**src/rtl/led_blink_pkg.sv**
```systemverilog
package led_blink_pkg;

    // Width of the prescale field in the control word
    localparam int SHIFT_W  = 4;
    // Width of the control word
    localparam int CTRL_W   = 7;

    // Control word, packed so that bit 6 is the mask and bits [3:0] the prescale
    typedef struct packed {
        logic               irq_mask;
        logic               auto_en;
        logic               run;
        logic [SHIFT_W-1:0] shift;
    } tb_ctrl_t;

    typedef enum logic [1:0] {
        SEL_CTRL   = 2'd0,
        SEL_PERIOD = 2'd1,
        SEL_DUTY   = 2'd2,
        SEL_STOP   = 2'd3
    } reg_sel_e;

    // Limit the prescale field to the largest legal value
    function automatic logic [SHIFT_W-1:0] clamp_shift(
        input logic [SHIFT_W-1:0] raw,
        input logic [SHIFT_W-1:0] lim
    );
        return (raw > lim) ? lim : raw;
    endfunction

endpackage

```
**src/rtl/led_prescaler.sv**
```systemverilog
module led_prescaler
    import led_blink_pkg::*;
#(
    parameter int MAX_SHIFT = 13
) (
    input  logic               clk,
    input  logic               rst,
    input  logic               restart,
    input  logic               run,
    input  logic               base_en,
    input  logic [SHIFT_W-1:0] shift,
    output logic               tick
);
    localparam int PW = MAX_SHIFT;

    logic [SHIFT_W:0] sh_amt;
    logic [PW:0]      span;
    logic [PW-1:0]    last;
    logic [PW-1:0]    cnt_q;

    always_comb begin
        sh_amt = (SHIFT_W+1)'(MAX_SHIFT) - {1'b0, shift};
        span   = {{PW{1'b0}}, 1'b1} << sh_amt;
        last   = PW'(span - 1'b1);
        tick   = run && base_en && !restart && (cnt_q == last);
    end

    always_ff @(posedge clk) begin
        if (rst || restart || !run) begin
            cnt_q <= '0;
        end else if (base_en) begin
            cnt_q <= (cnt_q == last) ? '0 : cnt_q + 1'b1;
        end
    end


    pre_range_chk: assert property (@(posedge clk) disable iff (rst)
        cnt_q <= last);


    pre_idle_chk: assert property (@(posedge clk) disable iff (rst)
        !run |=> (cnt_q == '0));

endmodule

```
**src/rtl/led_period_gen.sv**
```systemverilog
module led_period_gen #(
    parameter int CNT_W = 12
) (
    input  logic             clk,
    input  logic             rst,
    input  logic             restart,
    input  logic             run,
    input  logic             tick,
    input  logic [CNT_W-1:0] period,
    input  logic [CNT_W-1:0] duty,
    output logic             period_end,
    output logic             led
);
    logic [CNT_W-1:0] pos_q;
    logic [CNT_W-1:0] last;

    always_comb begin
        last       = (period == '0) ? '0 : period - 1'b1;
        period_end = tick && (pos_q == last);
        led        = run && ((duty >= period) || (pos_q < duty));
    end

    always_ff @(posedge clk) begin
        if (rst || restart || !run) begin
            pos_q <= '0;
        end else if (tick) begin
            pos_q <= period_end ? '0 : pos_q + 1'b1;
        end
    end


    pos_bound_chk: assert property (@(posedge clk) disable iff (rst)
        pos_q <= last);


    restart_zero_chk: assert property (@(posedge clk) disable iff (rst)
        restart |=> (pos_q == '0));

endmodule

```
**src/rtl/led_blink_regs.sv**
```systemverilog
module led_blink_regs
    import led_blink_pkg::*;
#(
    parameter int CNT_W  = 12,
    parameter int STOP_W = 16,
    parameter int DATA_W = 16
) (
    input  logic              clk,
    input  logic              rst,
    input  logic              wr_en,
    input  logic [1:0]        reg_sel,
    input  logic [DATA_W-1:0] wr_data,
    input  logic              period_end,
    output tb_ctrl_t          ctrl,
    output logic [CNT_W-1:0]  period,
    output logic [CNT_W-1:0]  duty,
    output logic              irq,
    output logic [DATA_W-1:0] rd_data
);
    reg_sel_e          sel;
    logic [STOP_W-1:0] remain_q;
    logic              stop_evt;

    always_comb begin
        sel      = reg_sel_e'(reg_sel);
        stop_evt = period_end && ctrl.auto_en && ctrl.run && !wr_en;
        case (sel)
            SEL_CTRL:   rd_data = DATA_W'(ctrl);
            SEL_PERIOD: rd_data = DATA_W'(period);
            SEL_DUTY:   rd_data = DATA_W'(duty);
            default:    rd_data = DATA_W'(remain_q);
        endcase
    end

    always_ff @(posedge clk) begin
        if (rst) begin
            ctrl     <= '0;
            period   <= '0;
            duty     <= '0;
            remain_q <= '0;
            irq      <= 1'b0;
        end else begin
            irq <= 1'b0;
            if (wr_en) begin
                case (sel)
                    SEL_CTRL:   ctrl     <= tb_ctrl_t'(wr_data[CTRL_W-1:0]);
                    SEL_PERIOD: period   <= wr_data[CNT_W-1:0];
                    SEL_DUTY:   duty     <= wr_data[CNT_W-1:0];
                    default:    remain_q <= wr_data[STOP_W-1:0];
                endcase
            end else if (stop_evt) begin
                if (remain_q <= STOP_W'(1)) begin
                    remain_q <= '0;
                    ctrl.run <= 1'b0;
                    irq      <= !ctrl.irq_mask;
                end else begin
                    remain_q <= remain_q - 1'b1;
                end
            end
        end
    end


    irq_single_chk: assert property (@(posedge clk) disable iff (rst)
        irq |=> !irq);


    stop_state_chk: assert property (@(posedge clk) disable iff (rst)
        irq |-> (!ctrl.run && remain_q == '0));


    remain_hold_chk: assert property (@(posedge clk) disable iff (rst)
        (!wr_en && !ctrl.auto_en) |=> (remain_q == $past(remain_q)));

endmodule

```
**src/rtl/led_blink_ctrl.sv**
```systemverilog
module led_blink_ctrl
    import led_blink_pkg::*;
#(
    parameter int CNT_W     = 12,
    parameter int STOP_W    = 16,
    parameter int DATA_W    = 16,
    parameter int MAX_SHIFT = 13
) (
    input  logic              clk,
    input  logic              rst,
    input  logic              base_en,
    input  logic              wr_en,
    input  logic [1:0]        reg_sel,
    input  logic [DATA_W-1:0] wr_data,
    output logic [DATA_W-1:0] rd_data,
    output logic              led_out,
    output logic              irq_out
);
    tb_ctrl_t           ctrl;
    logic [CNT_W-1:0]   period;
    logic [CNT_W-1:0]   duty;
    logic [SHIFT_W-1:0] eff_shift;
    logic               tick;
    logic               period_end;

    assign eff_shift = clamp_shift(ctrl.shift, SHIFT_W'(MAX_SHIFT));

    led_blink_regs #(
        .CNT_W (CNT_W),
        .STOP_W(STOP_W),
        .DATA_W(DATA_W)
    ) u_regs (
        .clk       (clk),
        .rst       (rst),
        .wr_en     (wr_en),
        .reg_sel   (reg_sel),
        .wr_data   (wr_data),
        .period_end(period_end),
        .ctrl      (ctrl),
        .period    (period),
        .duty      (duty),
        .irq       (irq_out),
        .rd_data   (rd_data)
    );

    led_prescaler #(
        .MAX_SHIFT(MAX_SHIFT)
    ) u_pre (
        .clk    (clk),
        .rst    (rst),
        .restart(wr_en),
        .run    (ctrl.run),
        .base_en(base_en),
        .shift  (eff_shift),
        .tick   (tick)
    );

    led_period_gen #(
        .CNT_W(CNT_W)
    ) u_per (
        .clk       (clk),
        .rst       (rst),
        .restart   (wr_en),
        .run       (ctrl.run),
        .tick      (tick),
        .period    (period),
        .duty      (duty),
        .period_end(period_end),
        .led       (led_out)
    );


    irq_dark_chk: assert property (@(posedge clk) disable iff (rst)
        irq_out |-> !led_out);

endmodule

```
**config.mk**
```make
export PLATFORM = sky130hd
export DESIGN_NAME = led_blink_ctrl
export DESIGN_NICKNAME = d
export VERILOG_FILES = /design/src/rtl/led_blink_pkg.sv /design/src/rtl/led_prescaler.sv /design/src/rtl/led_period_gen.sv /design/src/rtl/led_blink_regs.sv /design/src/rtl/led_blink_ctrl.sv
export SDC_FILE = /design/constraint.sdc
export NUM_CORES = 1
export LEC_CHECK = 0
export CAP_MARGIN = 30
export CORE_AREA = 2 2 140 142
export DETAILED_ROUTE_END_ITERATION = 8
export DIE_AREA = 0 0 142 144
export HOLD_SLACK_MARGIN = 0.06
export PLACE_DENSITY = 0.43
export SETUP_SLACK_MARGIN = 0.02
export SYNTH_ARGS = -nofsm -noshare
export SYNTH_HDL_FRONTEND = slang
export SYNTH_SLANG_ARGS = --single-unit
export TNS_END_PERCENT = 50
```
**constraint.sdc**
```tcl
create_clock -name clk -period 4.1 [get_ports clk]
set_input_delay 0.82 -clock clk [delete_from_list [all_inputs] [get_ports clk]]
set_output_delay 0.82 -clock clk [all_outputs]
set_load 0.01 [all_outputs]
```
==> run_results.csv, run 1 <==
group,metric,value,unit
worst_setup_path,worst_r2r_startpoint,"u_regs.ctrl[2]$_SDFFE_PP0P_",
layout,multi_input_area,3801,sq um
placed_design,dp_hpwl,13.62,mm
global_route,grt_pass1_wl,28.95,mm
pwr,vdd_drop_max,0.0002264,V
floorplan,fp-row-count,51,
worst_setup_path,crit_arrival,4.13,ns
worst_setup_path,worstSetupEndpointType,"register",
sta,relSlewSlack,0.3374,
global_route,antenna_found_initial,0,
synth,yosysTopAreaCell,"dfxtp_1",
layout,diodes,0,
synth,synth_warnings,0,
synth,synth_cell_types,79,
clock_tree,cts_buffers,9,
pwr,leakagePower,0.002387,uW
drt,ant_nets,0,
floorplan,die_y,144,um
synth,synth_area,5593,sq um
synth,yosys-top-cells-area,"dfxtp_1 26%, ha_1 6.7%, nor2_1 6.0%",
layout,mostFrequentLayoutCells,"89 x nor2_1, 73 x dfxtp_1, 64 x nand2_1",
synth,syn-num-nets,767,
floorplan,die_w,142,um
worst_setup_path,worst_setup_path_start_kind,"register",
synth,synth_cells,715,
run,drv_cap,0,
drt,avgViaCountPerCell,5.314,
drt,wl,17.83,mm
clock_tree,ctsHtreeMaxLevel,3,
sta,rsz0062_at_grt,"false",
synth,avgSynthCellArea,7.822,sq um
sta,whs,0.4655,ns
clock_tree,cts_hold_buf,0,
worst_setup_path,timing.rr.end,"u_per.pos_q[6]$_SDFFE_PP0P_",
synth,ys_seq_area_frac,0.2613,
worst_setup_path,path_max_fanout,5,
worst_setup_path,cp_data_required_time,4.38,ns
layout,final_nets,801,
layout,area_delta_synth_final,18.50,%
clock_tree,cts_buffer_depth,2,
synth,synth_edf_count,0,
min_path,hold_depth,1,
worst_setup_path,critPathSlowestCell,"or4b_4",
global_route,grt_max_degree,49,
synth,yosysTopAreaCellShare,0.2613,
floorplan,ioPinCount,40,
clock_tree,worstSkewPairLatency,0.36,ns
worst_setup_path,cp_num_buf_inv,0,
synth,async_reset_ff_frac,0,
synth,ys_seq_elements,73,
layout,final_common_cell,"nor2_1",
sta,setup_tns,0,ns
layout,seq_area,1461,sq um
clock_tree,clock-sinks,73,
layout,fillCellCount,1998,
sta,hold_viol_final,0,
floorplan,die_area,20450,sq um
placed_design,gp_routability_congestion,0.8570,
worst_setup_path,critical_path_class,"reg -> reg",
worst_setup_path,crit_chain,"a21boi_2 -> ha_4 -> nand2b_1 -> nor2_1 -> o21ai_1 -> ha_1 -> xor2_1 -> xnor2_1 -> nand2_1 -> or4b_4 -> or4_4 -> or4b_4 -> or3_1 -> a21oi_1",
min_path,hp-class,"reg -> reg",
sta,setup_viol_count_final,0,
drt,vias,5271,
synth,ys.flop_type,"dfxtp_1",
sta,skew,0.01418,ns
drt,drt_iter0_markers,276,
worst_setup_path,reg2reg_slack,0.25,ns
global_route,grt_pass1_vias,5220,
sta,fin_crit_sh,0.9394,
global_route,gr-total-overflow,0,
clock_tree,cts_tree,"yes",
global_route,groute.usage.overall,0.1835,
worst_setup_path,cpPeakStageDelay,0.57,ns
drt,drt-wirelength-per-cell,17.98,um
layout,layout-drive-gt1-share,0.1061,
sta,tightest_slew,0.9909,ns
pwr,powerDensity,296.3,nW/um^2
worst_setup_path,crit_family,"simple AND/OR/NAND/NOR gates",
sta,maxSlewViolCount,0,
min_path,worstHoldStart,"u_regs.ctrl[6]$_SDFFE_PP0P_",
sta,fmax,0.2596,GHz
drt,first_pass_iters,5,
drt,drc,0,
min_path,holdPathEnd,"u_regs.irq$_SDFF_PP0_",
floorplan,start_util,0.2931,
floorplan,coreArea,19080,sq um
placed_design,portBuffers,39,
worst_setup_path,cp_common_cell,"or4b_4",
clock_tree,cts_root_buffer,"clkbuf_16",
worst_setup_path,r2r_cells,14,
sta,period_minus_slack,3.852,ns
worst_setup_path,cp-startpoint,"u_regs.ctrl[2]$_SDFFE_PP0P_",
clock_tree,clk_pin_slew,0.07,ns
outcome,outcome,"complete, no violations",
how the worst max path moves through the flow:
stage / depth (start not counted) / to
floorplan: 16 / u_per.pos_q[8]$_SDFFE_PP0P_
global route: 14 / u_per.pos_q[6]$_SDFFE_PP0P_
finish: 14 / u_per.pos_q[6]$_SDFFE_PP0P_
CTS: 12 / led_out
detailed placement: 14 / u_per.pos_q[6]$_SDFFE_PP0P_
global placement: 14 / u_per.pos_q[8]$_SDFFE_PP0P_
cells in the mapped netlist, drive strengths merged (3+ instances only):
cell type / number
nand4: 12
o21ai: 28
o211ai: 4
nor3: 22
or3: 8
nand3: 20
a22oi: 8
and2: 6
nor3b: 5
a211oi: 19
ha: 30
or4b: 5
o221a: 3
xor2: 24
a31oi: 9
nor2b: 3
mux4: 7
or4: 5
inv: 39
xnor2: 30
nor2: 89
nand2b: 11
clkbuf: 31
nor4: 10
a22o: 5
nand2: 65
buf: 16
dfxtp: 73
a21o: 10
o31a: 3
mux2i: 20
and4: 3
nand3b: 4
a21oi: 37
and3: 10
flip-flops by register name, indices dropped and copies added, names as in the netlist:
register,count
u_per.pos_q,12
u_regs.ctrl,7
u_regs.irq,1
u_regs.duty,12
u_regs.period,12
u_pre.cnt_q,13
u_regs.remain_q,16
power by group:
part / internal (uW) / switching (uW) / total (uW)
sequential: 727 / 26.9 / 754
combinational: 184 / 227 / 411
clock: 432 / 366 / 798
total: 1340 / 621 / 1960
stage by stage:
step	total power [uW]	utilization	cell area (sq um)	setup WS (ns)	std cells
2_1_floorplan	1042	-	5595	0.07157	715
3_3_place_gp	1178	0.3302	6300	0.2206	974
3_5_place_dp	1180	0.3302	6300	0.1480	974
4_1_cts	1985	0.3453	6588	0.1011	990
5_1_grt	2064	0.3474	6628	0.02927	992
6_report	1964	0.3474	6628	0.2485	992
layout make-up:
| class | instances | area share |
|---|---|---|
| multi-input cells | 556 | 0.5735 |
| flip-flops and latches | 73 | 0.2205 |
| repair buffers | 70 | 0.09553 |
| well taps | 238 | 0.04493 |
| clock buffers | 10 | 0.03606 |
| inverters | 39 | 0.02209 |
| clock inverters | 6 | 0.007363 |
kinds of logic after synthesis:
| group | count (synthesis) | synth area share |
|---|---|---|
| simple gates | 290 | 0.2635 |
| compound gates | 154 | 0.1873 |
| buf+inv | 86 | 0.06532 |
| flops | 73 | 0.2613 |
| xor+xnor | 55 | 0.09150 |
| fa+ha+maj | 30 | 0.06711 |
| mux | 27 | 0.06398 |
layer usage:
metal | up-vias | track usage | part of all wire
met5 | - | 0 | 0
met4 | 0 | 0.06526 | 0.026
met3 | 30 | 0.02980 | 0.029
met2 | 81 | 0.3166 | 0.49
met1 | 2529 | 0.2319 | 0.46
li1 | 2631 | - | -
repair_timing:
action                                  in CTS  in global routing
buffers inserted                             0                  2
resized for setup                            0                  5
endpoints found under the setup margin       0                 17
hold endpoints to repair                     0                  0
Power figures use the tool's default switching activity.
==> run 2, diff against run 1 <==
CORE_AREA = 2 2 115 117   (was 2 2 140 142)
DIE_AREA = 0 0 117 119   (was 0 0 142 144)
PLACE_DENSITY = 0.59   (was 0.43)
clock period = 4.9 ns   (was 4.1 ns; I/O delays follow)
==> run_results.csv, run 2 (synthesis gave the netlist of run 1 again) <==
group,metric,value,unit
clock_tree,cts_buffers,9,
layout,largest_reg_flops,16,
global_route,grt_pass1_vias,5094,
global_route,gr-total-overflow,0,
drt,wl,16.07,mm
drt,vias,5334,
sta,setup_tns,0,ns
worst_setup_path,path_max_fanout,15,
layout,top_register,"u_regs.remain_q",
sta,setup_viol_count_final,0,
drt,avgViaCountPerCell,5.836,
drt,drt-wirelength-per-cell,17.58,um
layout,final_nets,785,
min_path,hp-class,"reg -> reg",
pwr,vdd_drop_max,0.0001498,V
pwr,powerDensity,263.2,nW/um^2
clock_tree,cts_setup_buffers,0,
sta,maxSlewViolCount,0,
placed_design,gp_routability_congestion,0.9123,
clock_tree,cts_tree,"yes",
floorplan,ioPinCount,40,
sta,fin_ws,0.5076,ns
worst_setup_path,crit_arrival,4.66,ns
floorplan,die_area,13920,sq um
layout,largestRegisters,"u_regs.remain_q: 16 flops, u_pre.cnt_q: 13 flops",
sta,rsz0062_at_grt,"false",
floorplan,die_w,117,um
worst_setup_path,critical_path_class,"reg -> reg",
pwr,leakagePower,0.002306,uW
drt,drt_iter0_markers,247,
worst_setup_path,worstSetupEndpointType,"register",
clock_tree,cts_buffer_depth,2,
layout,finalInstanceArea,6430,sq um
drt,first_pass_iters,7,
sta,period_minus_slack,4.392,ns
layout,final_common_cell,"nor2_1",
clock_tree,cts_root_buffer,"clkbuf_16",
layout,mostFrequentLayoutCells,"89 x nor2_1, 73 x dfxtp_1, 64 x nand2_1",
sta,tightest_slew,0.9080,ns
layout,utilization,0.4994,
layout,layout-drive-gt1-share,0.07995,
sta,skew,0.01006,ns
clock_tree,worstSkewPairLatency,0.35,ns
placed_design,dpl_cell_area,6107,sq um
placed_design,dp_slack,0.3966,ns
global_route,antenna_found_initial,0,
floorplan,die_y,119,um
sta,relSlewSlack,0.3928,
floorplan,fp-row-count,42,
sta,fmax,0.2277,GHz
placed_design,portBuffers,39,
layout,diodes,0,
worst_setup_path,cp_data_required_time,5.16,ns
sta,fin_crit_sh,0.8964,
drt,ant_nets,0,
sta,hold_viol_final,0,
sta,whs,0.4666,ns
global_route,groute.usage.overall,0.2414,
clock_tree,clk_pin_slew,0.07,ns
floorplan,start_util,0.4344,
clock_tree,ctsHtreeMaxLevel,3,
worst_setup_path,worst_setup_path_start_kind,"register",
placed_design,dp_hpwl,11.96,mm
clock_tree,clock-sinks,73,
layout,area_delta_synth_final,14.97,%
floorplan,coreArea,12870,sq um
global_route,grt_pass1_wl,26.28,mm
drt,drc,0,
run,drv_cap,0,
global_route,grt_max_degree,49,
outcome,outcome,"complete, no violations",
-- run 2: metrics by stage --
| step | power, uW | cells |
|---|---|---|
| 2_1_floorplan | 871.6 | 715 |
| 3_3_place_gp | 966.2 | 898 |
| 3_5_place_dp | 971.4 | 898 |
| 4_1_cts | 1698 | 914 |
| 5_1_grt | 1765 | 914 |
| 6_report | 1692 | 914 |
-- run 2: final timing paths --
path,start,end,slack (ns),cells after the start
min reg2reg,u_regs.ctrl[6]$_SDFFE_PP0P_,u_regs.irq$_SDFF_PP0_,0.47,1
min,u_regs.ctrl[6]$_SDFFE_PP0P_,u_regs.irq$_SDFF_PP0_,0.47,1
max,u_regs.ctrl[1]$_SDFFE_PP0P_,u_regs.remain_q[12]$_SDFFE_PP0P_,0.51,15
max reg2reg,u_regs.ctrl[1]$_SDFFE_PP0P_,u_regs.remain_q[12]$_SDFFE_PP0P_,0.51,15
-- run 2: critical path, cell delays in order, from the launching register on --
cell	delay, ns
dfxtp_1	0.32
a21boi_0	0.33
ha_2	0.43
nand2b_1	0.15
a21oi_1	0.04
o21ai_1	0.21
ha_1	0.26
o221ai_1	0.20
nor3b_2	0.29
and4_1	0.25
o221ai_1	0.14
or4b_1	0.68
o21ai_2	0.45
buf_4	0.28
nor2_1	0.06
a211oi_1	0.22
-- run 2: where the power goes --
part	internal (uW)	switching (uW)	total, uW
sequential	609	24.3	633
clock	449	281	730
combinational	147	182	329
-- run 2: layout make-up --
type	instances	area, sq um
inverters	39	146.4
clock inverters	6	91.34
clock buffers	10	229.0
well taps	176	220.2
flip-flops and latches	73	1461
multi-input cells	556	3779
fillers	1266	6445
repair buffers	54	503.0
-- run 2: timing repair --
action | 4_1_cts | 5_1_grt
hold buffers | 0 | 0
endpoints found under the setup margin | 0 | 7
resized for setup | 0 | 1
-- run 2: metal layers --
| metal | global-route usage | routed length (um) | up-vias |
|---|---|---|---|
| met5 | 0 | 0 | - |
| met4 | 0.09191 | 405 | 0 |
| met3 | 0.03308 | 725 | 30 |
| met2 | 0.4050 | 7823 | 153 |
| met1 | 0.3117 | 7115 | 2549 |
| li1 | - | - | 2602 |
